===== config.mk =====
export PLATFORM = sky130hd
export DESIGN_NAME = svc_key_guard
export DESIGN_NICKNAME = d
export VERILOG_FILES = /design/src/rtl/wkg_pkg.sv /design/src/rtl/wkg_key_pair.sv /design/src/rtl/wkg_window.sv /design/src/rtl/wkg_cfg_regs.sv /design/src/rtl/svc_key_guard.sv
export SDC_FILE = /design/constraint.sdc
export NUM_CORES = 1
export LEC_CHECK = 0
export BUFFER_PORTS_ARGS = -buffer_cell sky130_fd_sc_hd__buf_2
export CORE_AREA = 2 2 112 114
export CTS_CLUSTER_DIAMETER = 120
export DETAILED_ROUTE_END_ITERATION = 10
export DIE_AREA = 0 0 114 116
export PLACE_DENSITY = 0.53
export RECOVER_POWER = 100
export SYNTH_ARGS = -nofsm -noshare
export SYNTH_HDL_FRONTEND = slang
export SYNTH_SLANG_ARGS = --single-unit

===== constraint.sdc =====
create_clock -name clk -period 4.3 [get_ports clk]
set_clock_uncertainty 0.1 [all_clocks]
set_input_delay 0.43 -clock clk [delete_from_list [all_inputs] [get_ports clk]]
set_output_delay 0.43 -clock clk [all_outputs]
set_load 0.01 [all_outputs]

===== src/rtl/wkg_pkg.sv =====
package wkg_pkg;
  localparam int DATA_W   = 16;
  localparam int ADDR_W   = 3;
  localparam int ALLOW_BIT = 4;

  typedef enum logic [ADDR_W-1:0] {
    A_CTRL    = 3'd0,
    A_TOUT_HI = 3'd1,
    A_TOUT_LO = 3'd2,
    A_WIN_HI  = 3'd3,
    A_WIN_LO  = 3'd4,
    A_PRESC   = 3'd5,
    A_SERVICE = 3'd6,
    A_UNLOCK  = 3'd7
  } reg_addr_e;

  typedef enum logic [1:0] {
    SEQ_IDLE = 2'd0,
    SEQ_GOOD = 2'd1,
    SEQ_BAD  = 2'd2
  } seq_res_e;

  localparam logic [DATA_W-1:0] KEY_OPEN_A = 16'hC520;
  localparam logic [DATA_W-1:0] KEY_OPEN_B = 16'hD928;
  localparam logic [DATA_W-1:0] KEY_SVC_A  = 16'hA602;
  localparam logic [DATA_W-1:0] KEY_SVC_B  = 16'hB480;
endpackage


===== src/rtl/wkg_key_pair.sv =====
module wkg_key_pair
  import wkg_pkg::*;
#(
  parameter int              DW     = 16,
  parameter logic [DW-1:0]   FIRST  = '0,
  parameter logic [DW-1:0]   SECOND = '0
) (
  input  logic          clk,
  input  logic          rst_n,
  input  logic          hit,
  input  logic [DW-1:0] data,
  output seq_res_e      res
);
  logic armed_q;

  // Any write to this key address either arms (first word) or consumes the arm.
  always_ff @(posedge clk or negedge rst_n) begin
    if (!rst_n)   armed_q <= 1'b0;
    else if (hit) armed_q <= !armed_q && (data == FIRST);
  end

  always_comb begin
    res = SEQ_IDLE;
    if (hit && armed_q) res = (data == SECOND) ? SEQ_GOOD : SEQ_BAD;
  end
endmodule


===== src/rtl/wkg_window.sv =====
module wkg_window #(
  parameter int CYCLES = 256,
  localparam int CW    = $clog2(CYCLES + 1)
) (
  input  logic clk,
  input  logic rst_n,
  input  logic open_req,
  output logic open
);
  logic [CW-1:0] left_q;

  always_ff @(posedge clk or negedge rst_n) begin
    if (!rst_n)              left_q <= '0;
    else if (open_req)       left_q <= CW'(CYCLES);
    else if (left_q != '0)   left_q <= left_q - 1'b1;
  end

  assign open = (left_q != '0);
endmodule


===== src/rtl/wkg_cfg_regs.sv =====
module wkg_cfg_regs
  import wkg_pkg::*;
#(
  parameter int                 DW       = 16,
  parameter int                 PRESC_W  = 3,
  parameter logic [DW-1:0]      CTRL_RST = 16'h0010,
  parameter logic [2*DW-1:0]    TOUT_RST = 32'h0000_4C4B,
  parameter logic [2*DW-1:0]    WIN_RST  = '0,
  localparam int                HALVES   = 4
) (
  input  logic               clk,
  input  logic               rst_n,
  input  logic               open,
  input  logic               new_window,
  input  logic               wr_valid,
  input  logic [ADDR_W-1:0]  wr_addr,
  input  logic [DW-1:0]      wr_data,
  output logic [DW-1:0]      ctrl,
  output logic [2*DW-1:0]    timeout,
  output logic [2*DW-1:0]    window,
  output logic [PRESC_W-1:0] presc
);
  localparam logic [HALVES*DW-1:0] RST_CAT = {TOUT_RST, WIN_RST};

  logic              accept;
  logic              ctrl_done_q;
  logic [DW-1:0]     half_q [HALVES];

  assign accept = wr_valid && open && ctrl[ALLOW_BIT];

  // Control: first write of each window only; a new window re-arms it.
  always_ff @(posedge clk or negedge rst_n) begin
    if (!rst_n) begin
      ctrl        <= CTRL_RST;
      ctrl_done_q <= 1'b0;
    end else if (new_window) begin
      ctrl_done_q <= 1'b0;
    end else if (accept && wr_addr == A_CTRL && !ctrl_done_q) begin
      ctrl        <= wr_data;
      ctrl_done_q <= 1'b1;
    end
  end

  // Half-word value registers at consecutive addresses.
  for (genvar g = 0; g < HALVES; g++) begin : g_half
    localparam logic [ADDR_W-1:0] MY_ADDR = ADDR_W'(A_TOUT_HI) + ADDR_W'(g);
    always_ff @(posedge clk or negedge rst_n) begin
      if (!rst_n)
        half_q[g] <= RST_CAT[(HALVES-1-g)*DW +: DW];
      else if (accept && wr_addr == MY_ADDR)
        half_q[g] <= wr_data;
    end
  end

  always_ff @(posedge clk or negedge rst_n) begin
    if (!rst_n)                         presc <= '0;
    else if (accept && wr_addr == A_PRESC) presc <= wr_data[PRESC_W-1:0];
  end

  assign timeout = {half_q[0], half_q[1]};
  assign window  = {half_q[2], half_q[3]};
endmodule


===== src/rtl/svc_key_guard.sv =====
module svc_key_guard
  import wkg_pkg::*;
#(
  parameter int                 WIN_CYCLES = 256,
  parameter int                 PRESC_W    = 3,
  parameter logic [15:0]        CTRL_RST   = 16'h0010,
  parameter logic [31:0]        TOUT_RST   = 32'h0000_4C4B
) (
  input  logic               clk,
  input  logic               rst_n,
  input  logic               wr_valid,
  output logic               wr_ready,
  input  logic [2:0]         wr_addr,
  input  logic [15:0]        wr_data,
  output logic               cfg_open,
  output logic [15:0]        ctrl_o,
  output logic [31:0]        timeout_o,
  output logic [31:0]        window_o,
  output logic [PRESC_W-1:0] presc_o,
  output logic               refresh_pulse,
  output logic               reset_req
);
  seq_res_e open_res, svc_res;
  logic     open_req;

  assign wr_ready = 1'b1;

  wkg_key_pair #(.DW(DATA_W), .FIRST(KEY_OPEN_A), .SECOND(KEY_OPEN_B)) u_open_key (
    .clk(clk), .rst_n(rst_n),
    .hit(wr_valid && wr_addr == A_UNLOCK),
    .data(wr_data), .res(open_res)
  );

  wkg_key_pair #(.DW(DATA_W), .FIRST(KEY_SVC_A), .SECOND(KEY_SVC_B)) u_svc_key (
    .clk(clk), .rst_n(rst_n),
    .hit(wr_valid && wr_addr == A_SERVICE),
    .data(wr_data), .res(svc_res)
  );

  assign open_req = (open_res == SEQ_GOOD);

  wkg_window #(.CYCLES(WIN_CYCLES)) u_window (
    .clk(clk), .rst_n(rst_n), .open_req(open_req), .open(cfg_open)
  );

  wkg_cfg_regs #(.DW(DATA_W), .PRESC_W(PRESC_W), .CTRL_RST(CTRL_RST),
                 .TOUT_RST(TOUT_RST), .WIN_RST(32'h0)) u_regs (
    .clk(clk), .rst_n(rst_n), .open(cfg_open), .new_window(open_req),
    .wr_valid(wr_valid), .wr_addr(wr_addr), .wr_data(wr_data),
    .ctrl(ctrl_o), .timeout(timeout_o), .window(window_o), .presc(presc_o)
  );

  always_ff @(posedge clk or negedge rst_n) begin
    if (!rst_n) begin
      refresh_pulse <= 1'b0;
      reset_req     <= 1'b0;
    end else begin
      refresh_pulse <= (svc_res == SEQ_GOOD);
      reset_req     <= (svc_res == SEQ_BAD);
    end
  end
endmodule


Yosys cells after proc, flatten, opt, wreduce, memory -nomap -nowiden
Index checks and enable logic that the tools add are counted.
{"block": "word_totals", "reg_bits": 97, "in_bits": 22, "word_cells": 59}
{"block": "classes", "n_addsub": 1, "n_eq_ne": 14, "n_mux": 8, "n_bitwise": 1, "reduce_logical": 23}
{"operator": "16-bit == test (second input constant)", "count": 4}
{"operator": "9-bit two-way mux", "count": 2}
{"operator": "1-bit logical AND", "count": 15}
{"operator": "3-bit == test (second input constant)", "count": 4}
{"operator": "9-bit nonzero test", "count": 1}
{"operator": "9-bit by 1-bit subtractor with 9-bit output (second input constant)", "count": 1}
{"operator": "2-bit two-way mux", "count": 4}
{"operator": "3-bit by 2-bit == test with 1-bit output (second input constant)", "count": 2}
{"operator": "2-bit by 1-bit == test with 1-bit output (second input constant)", "count": 2}
{"operator": "2-bit nonzero test", "count": 2}
{"operator": "3-bit by 1-bit == test with 1-bit output (second input constant)", "count": 1}
{"operator": "1-bit logical NOT", "count": 3}
{"operator": "3-bit logical NOT", "count": 1}
{"operator": "2-bit == test (second input constant)", "count": 1}
{"operator": "1-bit two-way mux", "count": 2}
{"operator": "2-bit AND reduction", "count": 1}
{"operator": "1-bit NOT", "count": 1}

Logic depth before layout (Yosys ltp)
Gate-level depths: netlist of the first run.
{"block": "logic_depth", "depth_word": 7, "mapped_depth": 7, "ltp_nobuf": 7}

By module
A second synthesis of the first run with hierarchy kept.
{"block": "unflattened", "hier_cells": 277, "hier_area_um2": 4156.5}
{"module": "wkg_cfg_regs", "instances": 1, "cells_each": 189, "area_per_inst_um2": 3254.4}
{"module": "wkg_window", "instances": 1, "cells_each": 50, "area_per_inst_um2": 505.5}
{"module": "wkg_key_pair at u_svc_key", "instances": 1, "cells_each": 14, "area_per_inst_um2": 150.1}
{"module": "wkg_key_pair at u_open_key", "instances": 1, "cells_each": 15, "area_per_inst_um2": 146.4}
{"module": "svc_key_guard", "instances": 1, "cells_each": 9, "area_per_inst_um2": 100.1}

Least setup slack after synthesis of the first run
Ideal clock, no wire load.
{"block": "synth_timing", "path_type": "register to register", "startpoint": "reg u_window.left_q[0]", "endpoint": "reg u_regs.ctrl[10]", "arrival_time_ns": 1.973, "required_ns": 4.075, "slack_ns": 2.102, "path_stages_with_launch": 8, "path_buffers": 1, "period_less_slack_ns": 2.198, "cell_sequence": "dfrtp_1 inv_1 ha_1 or4b_4 o21ai_4 nor3_4 buf_6 mux2_4"}
{"block": "synth_between", "elab_chain_cells": 6}
{"item": "start, declared", "line_no": "wkg_window.sv:10", "rtl": "logic [CW-1:0] left_q;"}
{"item": "start signal, assigned", "line_no": "wkg_window.sv:14", "rtl": "else if (open_req) left_q <= CW'(CYCLES);"}
{"item": "start signal, assigned", "line_no": "wkg_window.sv:15", "rtl": "else if (left_q != '0) left_q <= left_q - 1'b1;"}
{"item": "9-bit nonzero test", "line_no": "wkg_window.sv:18", "rtl": "assign open = (left_q != '0);"}
{"item": "1-bit logical AND (2 in a row)", "line_no": "wkg_cfg_regs.sv:29", "rtl": "assign accept = wr_valid && open && ctrl[ALLOW_BIT];"}
{"item": "1-bit logical AND (2 in a row)", "line_no": "wkg_cfg_regs.sv:38", "rtl": "end else if (accept && wr_addr == A_CTRL && !ctrl_done_q) begin"}
{"item": "2-bit AND reduction (no source line)"}
{"item": "end signal, assigned", "line_no": "wkg_cfg_regs.sv:39", "rtl": "ctrl <= wr_data;"}
{"item": "end, declared", "line_no": "wkg_cfg_regs.sv:18", "rtl": "output logic [DW-1:0] ctrl,"}
Every way passes these cells.
A chain may end at the register's enable or synchronous reset.

Final worst setup path of the first run
{"block": "layout_timing", "startpoint": "reg u_window.left_q[0]", "endpoint": "reg u_regs.half_q (netlist bit u_regs.timeout[27])"}
{"block": "layout_between", "elab_chain_cells": 4}
{"item": "9-bit nonzero test", "line_no": "wkg_window.sv:18"}
{"item": "1-bit logical AND (2 in a row)", "line_no": "wkg_cfg_regs.sv:29"}
{"item": "1-bit logical AND", "line_no": "wkg_cfg_regs.sv:50", "rtl": "else if (accept && wr_addr == MY_ADDR)"}
{"item": "end signal, assigned by index", "line_no": "wkg_cfg_regs.sv:49", "rtl": "half_q[g] <= RST_CAT[(HALVES-1-g)*DW +: DW];"}
{"item": "end signal, assigned by index", "line_no": "wkg_cfg_regs.sv:51", "rtl": "half_q[g] <= wr_data;"}
{"item": "end, declared", "line_no": "wkg_cfg_regs.sv:27", "rtl": "logic [DW-1:0] half_q [HALVES];"}
Every way passes these cells.

==> impl_metrics.toml, run 1 <==
[status]
status = "complete, but fails checks"
violations = "capacitance limit, slew limit"

[grt]
antenna_found_initial = 0
grt_pass1_wl_um = 15500
grt_usage = 0.156
grt_pass1_vias = 2801
grt_max_degree = 61
overflow = 0

[setup_path]
critical_path_class = "reg -> reg"
crit_required_ns = 4.42
cpPeakStageDelay_ns = 0.73
cp.arrival_ns = 3.15
crit_path_end_kind = "flip-flop"
crit_path_max_fanout = 16
worstReg2RegStart = "u_window.left_q[0]"
cp_cell_sequence = "inv_1 -> ha_1 -> or4b_1 -> o21ai_0 -> nor2_2 -> mux2_1"
cp_slowest_cell = "o21ai_0"
worst_setup_path_start_kind = "flip-flop"
startpoint = "u_window.left_q[0]"

[placed_design]
dp_hpwl_um = 6590
place_inst = 518
place_ws_ns = 1.67
gp_congestion = 0.731
io_buffers = 107
place_area_um2 = 4830

[floorplan]
die_x_um = 114
initial_utilization = 0.348
coreArea_um2 = 11900
fp.dieArea_um2 = 13200
die_y_um = 116
ios = 109
rows = 40

[timing]
fmax_ghz = 0.331
timing.setup.tns_ns = 0
worstMarginPinSlew_ns = 1.98
grt_setup_unrepaired = "false"
min_period_ns = 3.02
slew_headroom = -0.318
layout_setup_ws_ns = 1.28
finalSetupViolations = 0
hold_viol_final = 0
finalCritPeriodShare = 0.703
slew_viol_final = 39

[yosys]
synth_fa_ha_area_frac = 0.00302
yosysWarnings = 0
synth_ff_type = "dfrtp_1"
yosysUniqueCellTypes = 43
synthSimpleGateAreaFrac = 0.0917
synth_mux_area_frac = 0.264
synth_compound_area_frac = 0.0278
synthXorXnorAreaFrac = 0.00633
synth.avg_cell_area_um2 = 15.4
syn-instance-count = 269
syn_nets = 292
synthesis.area_um2 = 4150
synth_top_family_by_area = "multiplexers"
async_reset_ff_frac = 1.00
ys_ff_latch = 97
yosysSeqAreaShare = 0.588
synth_edf_count = 0

[layout]
area_growth_pct = 15.6
final_cell_mix = "93 x clkbuf_1, 89 x dfrtp_1, 46 x mux2_2"
final_layout_size_suffix_gt1_frac = 0.243
final_common_cell = "clkbuf_1"
design_area_um2 = 4790
fin_cells = 534
nets = 405
diodes = 0

[detailed_routing]
postRouteAntennaNets = 0
vias = 2585
wl_um = 9630
drt_iter0_drc = 72
firstDrtPassIters = 4
vias_per_cell = 4.84
route.detailed.drc = 0
wl_per_cell_um = 18.0

[hold_path]
min_path_type = "in -> async"

[clock_tree]
cts.sinks = 97
clock_latency_ns = 0.34
post_cts_resized = 0
cts_tree = "done"
clk_pin_slew_ns = 0.07
cts_root_buffer = "clkbuf_16"
clockBufferDepth = 2
cts_htree_levels = 3
post_cts_buffers = 0
hold_buffers = 0
cts_buffers = 9

[power_and_ir_drop]
ir_drop_mv = 0.205
leakagePower_nw = 2.25
power.density_nw_per_um2 = 359

[run]
cap_violations = 1
[per-layer routing]
metal,part of all wire,routed length [um],GRT usage,vias up
met2,0.45,4350,0.248,68
met4,0.0098,94,0.0374,0
li1,-,-,-,1193
met5,0,0,0,-
met3,0.061,587,0.0628,10
met1,0.48,4600,0.201,1314
[final timing paths]
| path | slack, ns | end | depth (start not counted) |
|---|---|---|---|
| max | 1.28 | u_regs.timeout[27] | 6 |
| min | 0.05 | u_regs.window[28] | 1 |
| max reg2reg | 1.28 | u_regs.timeout[27] | 6 |
| min reg2reg | 0.39 | u_regs.ctrl[10] | 1 |
| max in group asynchronous | 1.70 | u_regs.window[19] | 2 |
| min in group clk | 0.31 | u_regs.window[29] | 2 |
[final cells by class]
class,count,area (um^2)
timing repair buffer,108,433
inverter,5,18.8
clock buffer,16,272
multi-input combinational,161,1450
sequential,97,2440
fill,1212,7120
tap,147,184
[stage by stage]
| stage | total power, W | hold slack, ns | util |
|---|---|---|---|
| final | 0.00172 | 0.0458 | 0.402 |
| after global routing | 0.00179 | 0.101 | 0.402 |
| after CTS | 0.00175 | 0.0830 | 0.428 |
| after detailed placement | 0.000987 | 0.388 | 0.405 |
| after global placement | 0.000987 | 0.387 | 0.405 |
| after floorplan | 0.000939 | 0.0344 | - |
[registers in the layout (all words and copies together), names as in the netlist]
name and flops:
refresh_pulse 1, reset_req 1, u_open_key.armed_q 1, u_regs.ctrl 16
u_regs.ctrl_done_q 1, u_regs.presc 3, u_regs.timeout 32, u_regs.window 32
u_svc_key.armed_q 1, u_window.left_q 9
[Yosys cell counts (all sizes together), types with 5 or more instances]
cell type	instances	area share
dfstp	8	0.051
buf	6	0.014
o21ai	6	0.010
nand2	9	0.0081
nor2	14	0.017
inv	5	0.0045
dfrtp	89	0.54
mux2	84	0.26
nor3	6	0.017
[where the power goes]
group | internal [W] | total [W] | switching [W]
logic | 0.0000109 | 0.0000519 | 0.0000410
registers | 0.000913 | 0.000913 | 0.000000000490
clock network | 0.000426 | 0.000756 | 0.000330
total | 0.00135 | 0.00172 | 0.000371
[cells by family after synthesis]
family | after synthesis
and+or+nand+nor | 56
xor gates and xnor gates | 3
buffers and inverters | 11
other | 1
muxes | 84
DFF | 97
adders and majority gates | 1
AOI/OAI and AO/OA | 16
[worst max-delay path: cells and delay by family (launching register included)]
family                   cells  cell delay (ns)
AND/OR/NAND/NOR              2             0.95
AO/OA/AOI/OAI                1             0.73
multiplexers                 1             0.43
flip-flops                   1             0.38
adder cells (fa/ha/maj)      1             0.21
buffers and inverters        1             0.10
Note: power is estimated with default switching activity, not from simulation.
==> inputs of run 2 (changes only) <==
clock period = 3 ns   (was 4.3 ns; I/O delays follow)
==> run 2 against run 1 <==
  * The flow now finishes without violations
  * Final cell count rose by 0.19%
  * Combinational power rose by 53%
  * Sequential share of layout area fell by 0.51 points
  * Count of clock-buffer cells in the layout fell by 5
==> impl_metrics.toml, run 2 (synthesis results as in run 1) <==
[status]
status = "completed"

[grt]
overflow = 0
grt_pass1_wl_um = 15200
grt_usage = 0.153
grt_max_degree = 55
antenna_found_initial = 0
grt_pass1_vias = 2652

[floorplan]
die_y_um = 116
initial_utilization = 0.348
rows = 40
coreArea_um2 = 11900
die_x_um = 114
fp.dieArea_um2 = 13200
ios = 109

[placed_design]
place_area_um2 = 4840
dp_hpwl_um = 6660
gp_congestion = 0.774
place_ws_ns = 0.384
place_inst = 518
io_buffers = 107

[power_and_ir_drop]
ir_drop_mv = 0.231
p_sw_frac = 0.225
leakagePower_nw = 2.28
power.density_nw_per_um2 = 511
pwr-share-comb = 0.032
p_switching_w = 0.000557
seqPwrFrac = 0.529
clkPwrFrac = 0.439
p_int_w = 0.00192

[detailed_routing]
wl_um = 9540
route.detailed.drc = 0
drt_iter0_drc = 96
vias_per_cell = 4.82
postRouteAntennaNets = 0
wl_per_cell_um = 17.8
vias = 2579
firstDrtPassIters = 4

[timing]
finalCritPeriodShare = 0.887
hold_ws_ns = 0.165
slew_viol_final = 0
fmax_ghz = 0.376
worstMarginPinSlew_ns = 1.17
grt_setup_unrepaired = "false"
layout_setup_ws_ns = 0.338
slew_headroom = 0.213
timing.setup.tns_ns = 0
min_period_ns = 2.66
finalSetupViolations = 0
hold_viol_final = 0

[clock_tree]
clock_latency_ns = 0.33
cts_htree_levels = 3
cts.sinks = 97
cts_tree = "done"
clockBufferDepth = 2
cts_root_buffer = "clkbuf_16"
clk_pin_slew_ns = 0.07
post_cts_buffers = 0
cts_buffers = 9

[run]
cap_violations = 0

[setup_path]
crit_required_ns = 2.60
worst_setup_path_start_kind = "flip-flop"
critical_path_class = "reg -> out"
rr_worst_depth = 6
cp.arrival_ns = 2.26
crit_path_max_fanout = 5
crit_path_end_kind = "primary output"

[layout]
fin_cells = 535
final_cell_mix = "89 x dfrtp_1, 88 x clkbuf_1, 44 x mux2_2"
final_common_cell = "dfrtp_1"
final_layout_size_suffix_gt1_frac = 0.245
area_growth_pct = 16.7
diodes = 0
nets = 406
design_area_um2 = 4840

[hold_path]
hold_depth = 2
min_path_type = "in -> reg"
-- run 2: repair_timing --
item	in CTS	in global routing
endpoints found under the hold margin	40	0
setup endpoints to repair	0	0
hold buffers	1	0
gates resized for setup	0	0
-- run 2: path summary, 6_finish.rpt --
kind	start	endpoint	slack [ns]
max reg2reg	u_window.left_q[0]	u_regs.timeout[19]	0.49
min	wr_data[14]	u_regs.timeout[30]	0.17
max	u_window.left_q[0]	cfg_open	0.34
min in group asynchronous	rst_n	u_regs.window[28]	0.60
max in group asynchronous	rst_n	u_regs.timeout[0]	1.26
min reg2reg	u_regs.timeout[21]	u_regs.timeout[21]	0.39
-- run 2: power groups by stage --
stage          clock network [W]  registers [W]   logic, W
4_1_cts                  0.00112        0.00131  0.0000863
6_report                 0.00109        0.00131  0.0000796
5_1_grt                  0.00118        0.00131  0.0000907
2_1_floorplan                  0        0.00133  0.0000137
3_3_place_gp                   0        0.00133  0.0000843
3_5_place_dp                   0        0.00133  0.0000856
-- run 2: per-stage QoR --
| step | util | total power [W] |
|---|---|---|
| after floorplan | - | 0.00135 |
| after global placement | 0.406 | 0.00142 |
| after detailed placement | 0.406 | 0.00142 |
| after CTS | 0.431 | 0.00251 |
| after global routing | 0.407 | 0.00257 |
| final | 0.407 | 0.00247 |
-- run 2: metal layers --
metal	up-vias	global-route usage	routed length [um]
met3	10	0.0539	623
met2	69	0.240	4460
met5	-	0	0
li1	1199	-	-
met1	1301	0.200	4360
met4	0	0.0488	96
-- run 2: layout make-up --
type                            count  area (um^2)
Sequential cell                    97         2440
Clock buffer                       11          243
Timing Repair Buffer              109          457
Tap cell                          147          184
Clock inverter                      5         38.8
Multi-Input combinational cell    161         1460
Inverter                            5         18.8
Fill cell                        1194         7070
-- run 2: worst max-delay path, stage by stage, from the launching register on --
cell      delay (ns)
dfrtp_1         0.39
inv_1           0.09
ha_1            0.20
or4b_1          0.54
nor2_1          0.40
inv_1           0.15
clkbuf_1        0.16
